===== config.mk =====
export PLATFORM = sky130hd
export DESIGN_NAME = adc_slot_seq
export DESIGN_NICKNAME = d
export VERILOG_FILES = /design/src/rtl/sqr_pkg.sv /design/src/rtl/sqr_edge.sv /design/src/rtl/sqr_frame.sv /design/src/rtl/sqr_store.sv /design/src/rtl/adc_slot_seq.sv
export SDC_FILE = /design/constraint.sdc
export NUM_CORES = 1
export LEC_CHECK = 0
export ABC_AREA = 1
export BUFFER_PORTS_ARGS = -buffer_cell sky130_fd_sc_hd__buf_4
export CORE_UTILIZATION = 42
export DETAILED_ROUTE_END_ITERATION = 6
export PLACE_DENSITY_LB_ADDON = 0.05
export RECOVER_POWER = 50
export SYNTH_ARGS = -nofsm -noshare
export SYNTH_HDL_FRONTEND = slang
export SYNTH_SLANG_ARGS = --single-unit

===== constraint.sdc =====
create_clock -name clk -period 1.9 [get_ports clk]
set_input_delay 0.095 -clock clk [delete_from_list [all_inputs] [get_ports clk]]
set_output_delay 0.095 -clock clk [all_outputs]
set_load 0.02 [all_outputs]

===== src/rtl/sqr_pkg.sv =====
package sqr_pkg;

  // Valid result bits for a filter-length code and clock mode.
  function automatic int unsigned res_bits(input logic [1:0] flen, input logic hires);
    logic [1:0] f;
    f = (flen == 2'd3) ? 2'd2 : flen;
    if (hires) begin
      case (f)
        2'd0:    return 19;
        2'd1:    return 22;
        default: return 24;
      endcase
    end else begin
      case (f)
        2'd0:    return 18;
        2'd1:    return 21;
        default: return 22;
      endcase
    end
  endfunction

endpackage


===== src/rtl/sqr_edge.sv =====
module sqr_edge (
  input  logic clk,
  input  logic rst,
  input  logic lvl_i,
  output logic rise_o
);
  logic lvl_q;

  always_ff @(posedge clk) begin
    if (rst) lvl_q <= 1'b0;
    else     lvl_q <= lvl_i;
  end

  assign rise_o = lvl_i & ~lvl_q;
endmodule


===== src/rtl/sqr_frame.sv =====
module sqr_frame #(
  parameter int NSLOT = 10,
  parameter int SELW  = 4,
  localparam int CNTW = $clog2(NSLOT + 1)
) (
  input  logic                   clk,
  input  logic                   rst,
  input  logic                   tick_i,
  input  logic                   enable_i,
  input  logic [CNTW-1:0]        slots_i,
  input  logic [1:0]             flen_i,
  input  logic                   hires_i,
  input  logic                   alt_req_i,
  input  logic [NSLOT*SELW-1:0]  sel_regular_i,
  input  logic [NSLOT*SELW-1:0]  sel_alternate_i,
  output logic                   start_o,
  output logic [SELW-1:0]        sel_o,
  output logic [CNTW-1:0]        slot_o,
  output logic                   slot_end_o,
  output logic [1:0]             flen_o,
  output logic                   hires_o
);
  logic            run_q, alt_q, hires_q;
  logic [CNTW-1:0] slot_q, n_q, slot_nxt, n_new;
  logic [1:0]      cnt_q, len_q, flen_q;
  logic            slot_end, last, begin_frame, next_slot;
  logic [SELW-1:0] reg_a [NSLOT];
  logic [SELW-1:0] alt_a [NSLOT];

  for (genvar k = 0; k < NSLOT; k++) begin : g_unpack
    assign reg_a[k] = sel_regular_i[k*SELW +: SELW];
    assign alt_a[k] = sel_alternate_i[k*SELW +: SELW];
  end

  always_comb begin
    if (slots_i == '0)                     n_new = CNTW'(1);
    else if (slots_i > CNTW'(NSLOT))       n_new = CNTW'(NSLOT);
    else                                   n_new = slots_i;
  end

  assign slot_nxt    = slot_q + 1'b1;
  assign slot_end    = tick_i & run_q & (cnt_q == len_q);
  assign last        = (slot_nxt == n_q);
  assign begin_frame = tick_i & enable_i & (~run_q | (slot_end & last));
  assign next_slot   = slot_end & ~last;

  always_ff @(posedge clk) begin
    if (rst) begin
      run_q   <= 1'b0;
      alt_q   <= 1'b0;
      hires_q <= 1'b0;
      slot_q  <= '0;
      n_q     <= CNTW'(1);
      cnt_q   <= '0;
      len_q   <= '0;
      flen_q  <= '0;
      start_o <= 1'b0;
      sel_o   <= '0;
    end else begin
      start_o <= begin_frame | next_slot;
      if (begin_frame) begin
        run_q   <= 1'b1;
        slot_q  <= '0;
        cnt_q   <= '0;
        n_q     <= n_new;
        len_q   <= (flen_i == 2'd3) ? 2'd2 : flen_i;
        flen_q  <= flen_i;
        hires_q <= hires_i;
        alt_q   <= alt_req_i;
        sel_o   <= alt_req_i ? alt_a[0] : reg_a[0];
      end else if (next_slot) begin
        slot_q <= slot_nxt;
        cnt_q  <= '0;
        sel_o  <= alt_q ? alt_a[slot_nxt] : reg_a[slot_nxt];
      end else if (slot_end) begin
        run_q <= 1'b0;
      end else if (tick_i & run_q) begin
        cnt_q <= cnt_q + 1'b1;
      end
    end
  end

  assign slot_o     = slot_q;
  assign slot_end_o = slot_end;
  assign flen_o     = flen_q;
  assign hires_o    = hires_q;
endmodule


===== src/rtl/sqr_store.sv =====
module sqr_store #(
  parameter int SELW  = 4,
  parameter int RESW  = 24,
  parameter int SHIFT = 8,
  localparam int DW   = RESW + SHIFT
) (
  input  logic            clk,
  input  logic            rst,
  input  logic            slot_end_i,
  input  logic [SELW-1:0] sel_i,
  input  logic [1:0]      flen_i,
  input  logic            hires_i,
  input  logic [RESW-1:0] result_i,
  output logic            wr_en_o,
  output logic [SELW-1:0] wr_addr_o,
  output logic [DW-1:0]   wr_data_o
);
  import sqr_pkg::*;

  int unsigned     nbits;
  logic [RESW-1:0] keep;
  logic            empty;

  assign empty = &sel_i;

  always_comb begin
    nbits = res_bits(flen_i, hires_i);
    if (nbits > RESW) nbits = RESW;
    for (int i = 0; i < RESW; i++) keep[i] = (i < int'(nbits));
  end

  always_ff @(posedge clk) begin
    if (rst) begin
      wr_en_o   <= 1'b0;
      wr_addr_o <= '0;
      wr_data_o <= '0;
    end else begin
      wr_en_o <= slot_end_i & ~empty;
      if (slot_end_i & ~empty) begin
        wr_addr_o <= sel_i;
        wr_data_o <= {result_i & keep, {SHIFT{1'b0}}};
      end
    end
  end
endmodule


===== src/rtl/adc_slot_seq.sv =====
module adc_slot_seq #(
  parameter int NSLOT = 10,
  parameter int SELW  = 4,
  parameter int RESW  = 24,
  parameter int SHIFT = 8,
  localparam int CNTW = $clog2(NSLOT + 1),
  localparam int DW   = RESW + SHIFT
) (
  input  logic                  clk,
  input  logic                  rst,
  input  logic                  enable_i,
  input  logic                  slow_clk_i,
  input  logic [CNTW-1:0]       slots_i,
  input  logic [1:0]            flen_i,
  input  logic                  hires_i,
  input  logic                  alt_req_i,
  input  logic [NSLOT*SELW-1:0] sel_regular_i,
  input  logic [NSLOT*SELW-1:0] sel_alternate_i,
  input  logic [RESW-1:0]       conv_result_i,
  output logic                  conv_start_o,
  output logic [SELW-1:0]       mux_sel_o,
  output logic [CNTW-1:0]       slot_o,
  output logic                  wr_en_o,
  output logic [SELW-1:0]       wr_addr_o,
  output logic [DW-1:0]         wr_data_o
);
  logic       tick, slot_end, hires_act;
  logic [1:0] flen_act;

  sqr_edge u_edge (
    .clk    (clk),
    .rst    (rst),
    .lvl_i  (slow_clk_i),
    .rise_o (tick)
  );

  sqr_frame #(.NSLOT(NSLOT), .SELW(SELW)) u_frame (
    .clk             (clk),
    .rst             (rst),
    .tick_i          (tick),
    .enable_i        (enable_i),
    .slots_i         (slots_i),
    .flen_i          (flen_i),
    .hires_i         (hires_i),
    .alt_req_i       (alt_req_i),
    .sel_regular_i   (sel_regular_i),
    .sel_alternate_i (sel_alternate_i),
    .start_o         (conv_start_o),
    .sel_o           (mux_sel_o),
    .slot_o          (slot_o),
    .slot_end_o      (slot_end),
    .flen_o          (flen_act),
    .hires_o         (hires_act)
  );

  sqr_store #(.SELW(SELW), .RESW(RESW), .SHIFT(SHIFT)) u_store (
    .clk        (clk),
    .rst        (rst),
    .slot_end_i (slot_end),
    .sel_i      (mux_sel_o),
    .flen_i     (flen_act),
    .hires_i    (hires_act),
    .result_i   (conv_result_i),
    .wr_en_o    (wr_en_o),
    .wr_addr_o  (wr_addr_o),
    .wr_data_o  (wr_data_o)
  );
endmodule


==> impl_results.md, run 1 <==
* Core Area at roughly 0.0073 mm^2
* Worst R2R Path Depth at 14
* Worst-path clk slew at roughly 0.090 ns
* Worst path most repeated cell: nand2_1
* Number of flops mapped to enable cells by yosys at 0
* Total power at 0.00229 W
* Share of post-route cells with drive strength above 1 at between 20% and 30%
* Vias at 3652
* WP buf/inv at 3
* Slew Viols, Final at 0
* Synth area leaders: dfxtp_1, nand2_1, nand3_1, inv_1, a21oi_1
* Crit-path max FO at 10
* CTS buffer count at 5
* Max VDD drop at 301 uV
* R2R Setup Slk at around 0.17 ns
* Sink Count at 52
* Worst setup margin at between 0.15 and 0.2 ns
* Post-DP HPWL at 7050 um
* R2R Path End: u_frame.sel_o[3]
* Design area at ~0.0044 mm^2
* Final setup viols at 0
* CP max-delay cell: dfxtp_1
* Yosys reg bits at 52
* GRT overflow at 0
* Commonest cells after routing, fill and taps aside: nand2_1, buf_4, nand3_1, dfxtp_1, inv_1
* Die Wd at around 90 um
* Hold crit path type: primary input to flop
* WHS Endpoint: u_store.wr_data_o[28]
* DIE HEIGHT at a little under 90 um
* Post-Syn Instances at 519
* Ports at approximately 160
* Synth Warn # at 0
* Vias in the first global route at 3271
* Distinct cells, synth at 34
* R2R Path Start: u_frame.slot_o[1]
* Die ar. at between 0.007 and 0.008 mm^2
* Final Util at roughly three fifths
* Clock Latency Late Sink at 0.30 ns
* # H-tree levels at 2
* Leading cell type in the layout, fill and taps excluded: nand2_1
* Leak at between 2 and 2.5 nW
* RePlAce Congestion at around 0.81
* DR iter-0 viols at roughly 100
* Endpoints failing hold at 0
* TritonRoute pass-1 iters at 4
* WP data arrival at between 1.5 and 2 ns
* Crit path kind: flop to flop
* Final WL at 9170 um
* Max_cap viols at 0
* Nets at 785
* CTS tree: done
* Skew final at roughly 0.010 ns
* Avg WL per Cell at between 10 and 15 um
* Place WS at approximately 0.050 ns
* Largest stage delay on the critical path at about 0.40 ns
* Fraction of registers with async set/reset at 0%
* Via/cell ratio at roughly 4.8
* Fmax at 578 MHz
* Hold depth at 3
* WHS at roughly 0.017 ns
* Sequential-to-total area share from yosys stat at between 30% and 40%
* Antenna Nets Post-Route at 0
* ANT cells at 0
* Predominant post-synthesis flop cell: dfxtp_1
* Post-synth top area cell: dfxtp_1
* Pwr dens at between 500 and 600 mW/mm^2
* Clock Tree Root: clkbuf_8
* Global-route wire length before repair at 14400 um
* Worst EP required at roughly 2.1 ns
* Synth top area share at between 30 and 40%
* Final min period at about 1.7 ns
* PortBufs at approximately 150
* Final period utilization at between 90% and 100%
* HP Start: conv_result_i[20]
* Row cnt at 31
* Area Growth Syn to Fin at 38.6%
* Largest net degree at the start of global routing at 37
* Mapped cell area at ~0.0032 mm^2
* Avg Cell Area, Syn at 6.13 um^2
* DP Area at about 0.0044 mm^2
* Worst Setup Start Kind: flop
* GR Util All Layers at roughly 23%
* Status: finished clean
* Crit end category: flop
* Initial antenna violation count at 0
* Clock Path Buffers at 2
* CP delay by family, top: simple AND/OR/NAND/NOR gates
* Crit path cell chain: ha_4 > inv_1 > nand2_1 > nand2_4 > inv_2 > nand3_1 > nand3_1 > nand2_1 > nand2_1 > nand2_1 > nand2_1 > nand3_1 > nand2_1 > inv_1
* # DRC at 0
* Starting Density at between 40% and 50%
[cells by family (layout without fill, tap and decap cells)]
| kind of cell | after synthesis | count (layout) | share of synthesized area [%] |
|---|---|---|---|
| AOI/OAI and AO/OA | 62 | 62 | 10.8 |
| xor gates and xnor gates | 3 | 3 | 0.826 |
| adders and majority gates | 1 | 1 | 0.393 |
| buffers and inverters | 83 | 226 | 12.1 |
| DFF | 52 | 52 | 32.7 |
| other | 1 | 8 | 0.118 |
| and+or+nand+nor | 317 | 317 | 43.0 |
[final cells by class]
class | count | area, um^2
fillers | 780 | 2880
flip-flops and latches | 52 | 1040
repair buffers | 168 | 1140
well taps | 99 | 124
inverters | 50 | 188
clock buffers | 7 | 86.3
multi-input cells | 391 | 1820
clock inverters | 1 | 7.51
[worst reg2reg max path, stage by stage, from the launching register on]
cell and delay, ns:
dfxtp_1 0.40, ha_4 0.17, inv_1 0.05, nand2_1 0.12
nand2_4 0.12, inv_2 0.17, nand3_1 0.11, nand3_1 0.09
nand2_1 0.06, nand2_1 0.08, nand2_1 0.06, nand2_1 0.05
nand3_1 0.06, nand2_1 0.06, inv_1 0.04
[worst max-delay path by stage]
stage,from,to,cells past startpoint
after floorplan,u_frame.slot_o[0],u_frame.sel_o[2],13
after global placement,u_frame.slot_o[0],u_frame.flen_o[1],10
after detailed placement,u_frame.slot_o[0],u_frame.flen_o[0],10
after CTS,u_frame.slot_o[0],u_frame.flen_o[1],10
after global routing,u_frame.slot_o[0],u_frame.sel_o[2],13
final,u_frame.slot_o[1],u_frame.sel_o[3],14
[cell usage after synthesis (2+ instances only)]
master and number:
nand2_1 209, nand3_1 66, dfxtp_1 52, inv_1 48, a21oi_1 35, o21ai_0 19
nor2_1 18, buf_4 14, buf_2 11, clkbuf_1 7, nand2_2 5, nand4_1 5
nand3_2 3, nor2_2 3, o211ai_1 3, nand2_4 2, xnor2_1 2
[per-stage QoR]
step | TNS (ns) | std cells
floorplan | 0 | 526
global placement | 0 | 759
detailed placement | 0 | 759
CTS | 0 | 768
global route | -0.00671 | 768
finish | 0 | 768
[power by group]
| part | internal (W) | total [W] | switching (W) |
|---|---|---|---|
| Clock | 0.000297 | 0.000646 | 0.000349 |
| Sequential | 0.00112 | 0.00114 | 0.0000232 |
| Combinational | 0.000251 | 0.000498 | 0.000246 |
[routing by layer]
| layer | share of wire [%] | routed length (um) | track usage (%) | vias up |
|---|---|---|---|---|
| met4 | 0.61 | 56 | 4.91 | 0 |
| met2 | 50 | 4550 | 40.2 | 91 |
| met5 | 0 | 0 | 0 | - |
| li1 | - | - | - | 1932 |
| met1 | 46 | 4180 | 29.7 | 1623 |
| met3 | 4.2 | 388 | 3.60 | 6 |
[state kept, by name (all words and copies together) (netlist names), 2 cells and up]
name and flops:
u_frame.sel_o 4, u_frame.n_q 4, u_frame.flen_o 2, u_store.wr_data_o 24, u_frame.slot_o 4, u_store.wr_addr_o 4, u_frame.cnt_q 2, u_frame.len_q 2
[what timing repair did]
| item | 4_1_cts | 5_1_grt |
|---|---|---|
| endpoints found under the hold margin | 1 | 0 |
| setup endpoints to repair | 0 | 12 |
| gates resized for setup | 0 | 8 |
| setup buffers | 0 | 0 |
| hold buffers | 1 | 0 |
(Power assumes the default switching activity.)
==> run 2: changes to the inputs <==
--- a/config.mk
+++ b/config.mk
@@ -7,7 +7,9 @@
 export LEC_CHECK = 0
 export ABC_AREA = 1
 export BUFFER_PORTS_ARGS = -buffer_cell sky130_fd_sc_hd__buf_4
-export CORE_UTILIZATION = 42
+export CELL_PAD_IN_SITES_DETAIL_PLACEMENT = 1
+export CELL_PAD_IN_SITES_GLOBAL_PLACEMENT = 1
+export CORE_UTILIZATION = 27
 export DETAILED_ROUTE_END_ITERATION = 6
 export PLACE_DENSITY_LB_ADDON = 0.05
 export RECOVER_POWER = 50
==> run 2 against run 1 <==
Compared with the run above: sequential cell count is the same; the flow now finishes with violations (capacitance limit, slew limit); fmax shrank 1.2%; global-route usage shrank 4.2 points; largest cell class unchanged; power grew 13%.
==> impl_results.md, run 2 (synthesis gave the netlist of run 1 again) <==
* Max VDD drop at 485 uV (+61%)
* Hold depth at 3 (unchanged)
* RePlAce Congestion at 0.779 (-4.2%)
* Worst-path clk slew at 0.07 ns (-0.02 ns)
* Nets at 786 (+0.13%)
* Crit end category: flop
* Max_cap viols at 1 (+1)
* Clock Path Buffers at 2 (unchanged)
* Core Area at 0.0115 mm^2 (+57%)
* WP data arrival at 1.94 ns (about the same)
* Failing checks: capacitance limit, slew limit
* CTS buffer count at 5 (unchanged)
* ANT cells at 0 (unchanged)
* Clock Tree Root: clkbuf_16
* Final WL at 11200 um (+22%)
* Final min period at 1.75 ns (+0.0218 ns)
* Area Growth Syn to Fin at 43.5%
* Die ar. at 0.0122 mm^2 (+54%)
* Ports at 162 (unchanged)
* CTS tree: done
* Worst Setup Start Kind: flop
* Starting Density at 27.7% (-16 points)
* Largest register FFs at 24 (unchanged)
* Leading cell type in the layout, fill and taps excluded: nand2_1
* Pwr dens at 565 mW/mm^2 (+8.9%)
* Biggest register: u_store.wr_data_o
* Largest net degree at the start of global routing at 38 (+2.7%)
* Commonest cells after routing, fill and taps aside: nand2_1, buf_4, nand3_1, dfxtp_1, inv_1
* Avg WL per Cell at 13.8 um (+15%)
* Fmax at 570 MHz (-1.2%)
* Initial antenna violation count at 0 (unchanged)
* Clock Latency Late Sink at 0.29 ns (about the same)
* Register area at 0.00105 mm^2 (+0.36%)
* PortBufs at 153 (unchanged)
* DIE HEIGHT at 111 um (+24%)
* Status: complete, but fails checks
* Vias in the first global route at 3889 (+19%)
* Sink Count at 52 (unchanged)
* # H-tree levels at 2 (unchanged)
* Worst EP required at 2.08 ns (-0.03 ns)
* CP Depth at 12 (-2)
* Postcts setup bufs at 0 (unchanged)
* GRT overflow at 0 (unchanged)
* Endpoints failing hold at 0 (unchanged)
* Filler cells at 1514 (+94%)
* TritonRoute pass-1 iters at 4 (unchanged)
* Crit path kind: flop to flop
* Final period utilization at 92.3% (+1.1 points)
* Worst R2R Path Depth at 12 (-2)
* Via/cell ratio at 4.60 (-3.2%)
* Vias at 3742 (+2.5%)
* RSZ-0062 raised after global routing: false
* Max-slew headroom at -7.21%
* Worst-Margin Slew at ~1.6 ns
* Row cnt at 39 (+26%)
* CP max-delay cell: dfxtp_4
* Hold crit path type: primary input to flop
* Share of post-route cells with drive strength above 1 at 25.1% (+0.86 points)
* Crit-path max FO at 19 (+9)
* # DRC at 0 (unchanged)
* Die Wd at 111 um (+24%)
* Skew final at 0.00697 ns (-0.00346 ns)
* DR iter-0 viols at 91 (-11%)
* Slew Viols, Final at 34 (+34)
* Crit path cell chain: ha_4 > nand2_1 > inv_1 > o21ai_0 > nor2_2 > nand3_2 > nand2_4 > nand2_8 > nand3_1 > nand3_1 > nand2_1 > inv_1
* GR Util All Layers at 18.7% (-4.2 points)
* CP delay by family, top: simple AND/OR/NAND/NOR gates
* Largest stage delay on the critical path at 0.37 ns (-0.03 ns)
* Final Util at 39.8% (-21 points)
* Post-DP HPWL at 8880 um (+26%)
* WP buf/inv at 2 (-1)
* Global-route wire length before repair at 18700 um (+30%)
* Total power at 0.00258 W (+13%)
* Multi-input gate area at 0.00183 mm^2 (+0.69%)
* Final setup viols at 0 (unchanged)
* Antenna Nets Post-Route at 0 (unchanged)
* Leak at 2.21 nW (+1.8%)
## run 2: where the power goes
part	switching (W)	internal, W	leakage, nW
combinational	0.000261	0.000251	1.72
clock	0.000397	0.000525	0.0701
sequential	0.0000227	0.00112	0.423
## run 2: final cells by class
| type | instances | share of cell area (%) |
|---|---|---|
| Tap cell | 143 | 3.92 |
| Clock inverter | 1 | 0.164 |
| Multi-Input combinational cell | 391 | 40.1 |
| Inverter | 50 | 4.17 |
| Sequential cell | 52 | 22.9 |
| Clock buffer | 7 | 3.13 |
| Timing Repair Buffer | 169 | 25.6 |
## run 2: repair_timing
item	in CTS	in global routing
hold buffers	1	0
hold endpoints to repair	1	0
pin swaps	0	2
resized for setup	1	20
setup endpoints to repair	3	14
## run 2: metrics by stage
step | setup TNS, ns | setup slack (ns) | hold slack, ns | instance area [um^2] | std cells
2_1_floorplan | 0 | 0.0952 | 0.206 | 3210 | 526
3_3_place_gp | 0 | 0.0879 | 0.315 | 4480 | 804
3_5_place_dp | -0.00309 | -0.00309 | 0.311 | 4480 | 804
4_1_cts | 0 | 0.00506 | 0.0175 | 4640 | 813
5_1_grt | 0 | 0.00197 | 0.0269 | 4560 | 813
6_report | 0 | 0.147 | 0.0225 | 4560 | 813
## run 2: worst paths after layout
| check | slack [ns] | end | from |
|---|---|---|---|
| hold reg to reg | 0.46 | u_store.wr_data_o[18] | u_store.wr_data_o[18] |
| setup / recovery | 0.15 | u_frame.sel_o[0] | u_frame.slot_o[0] |
| setup reg to reg | 0.15 | u_frame.sel_o[0] | u_frame.slot_o[0] |
| hold / removal | 0.02 | u_store.wr_data_o[27] | conv_result_i[19] |
## run 2: metal layers
layer  wire [um]  global-route usage (%)  up-vias
li1            -                       -     1934
met1        5010                    23.0     1720
met2        5570                    33.1       79
met3         486                    3.90        9
met4         118                    4.71        0
met5           0                       0        -
## run 2: tightest hold or removal path, stage by stage
cell,delay [ns]
buf_4,0.08
nand3_1,0.06
nand2_1,0.05
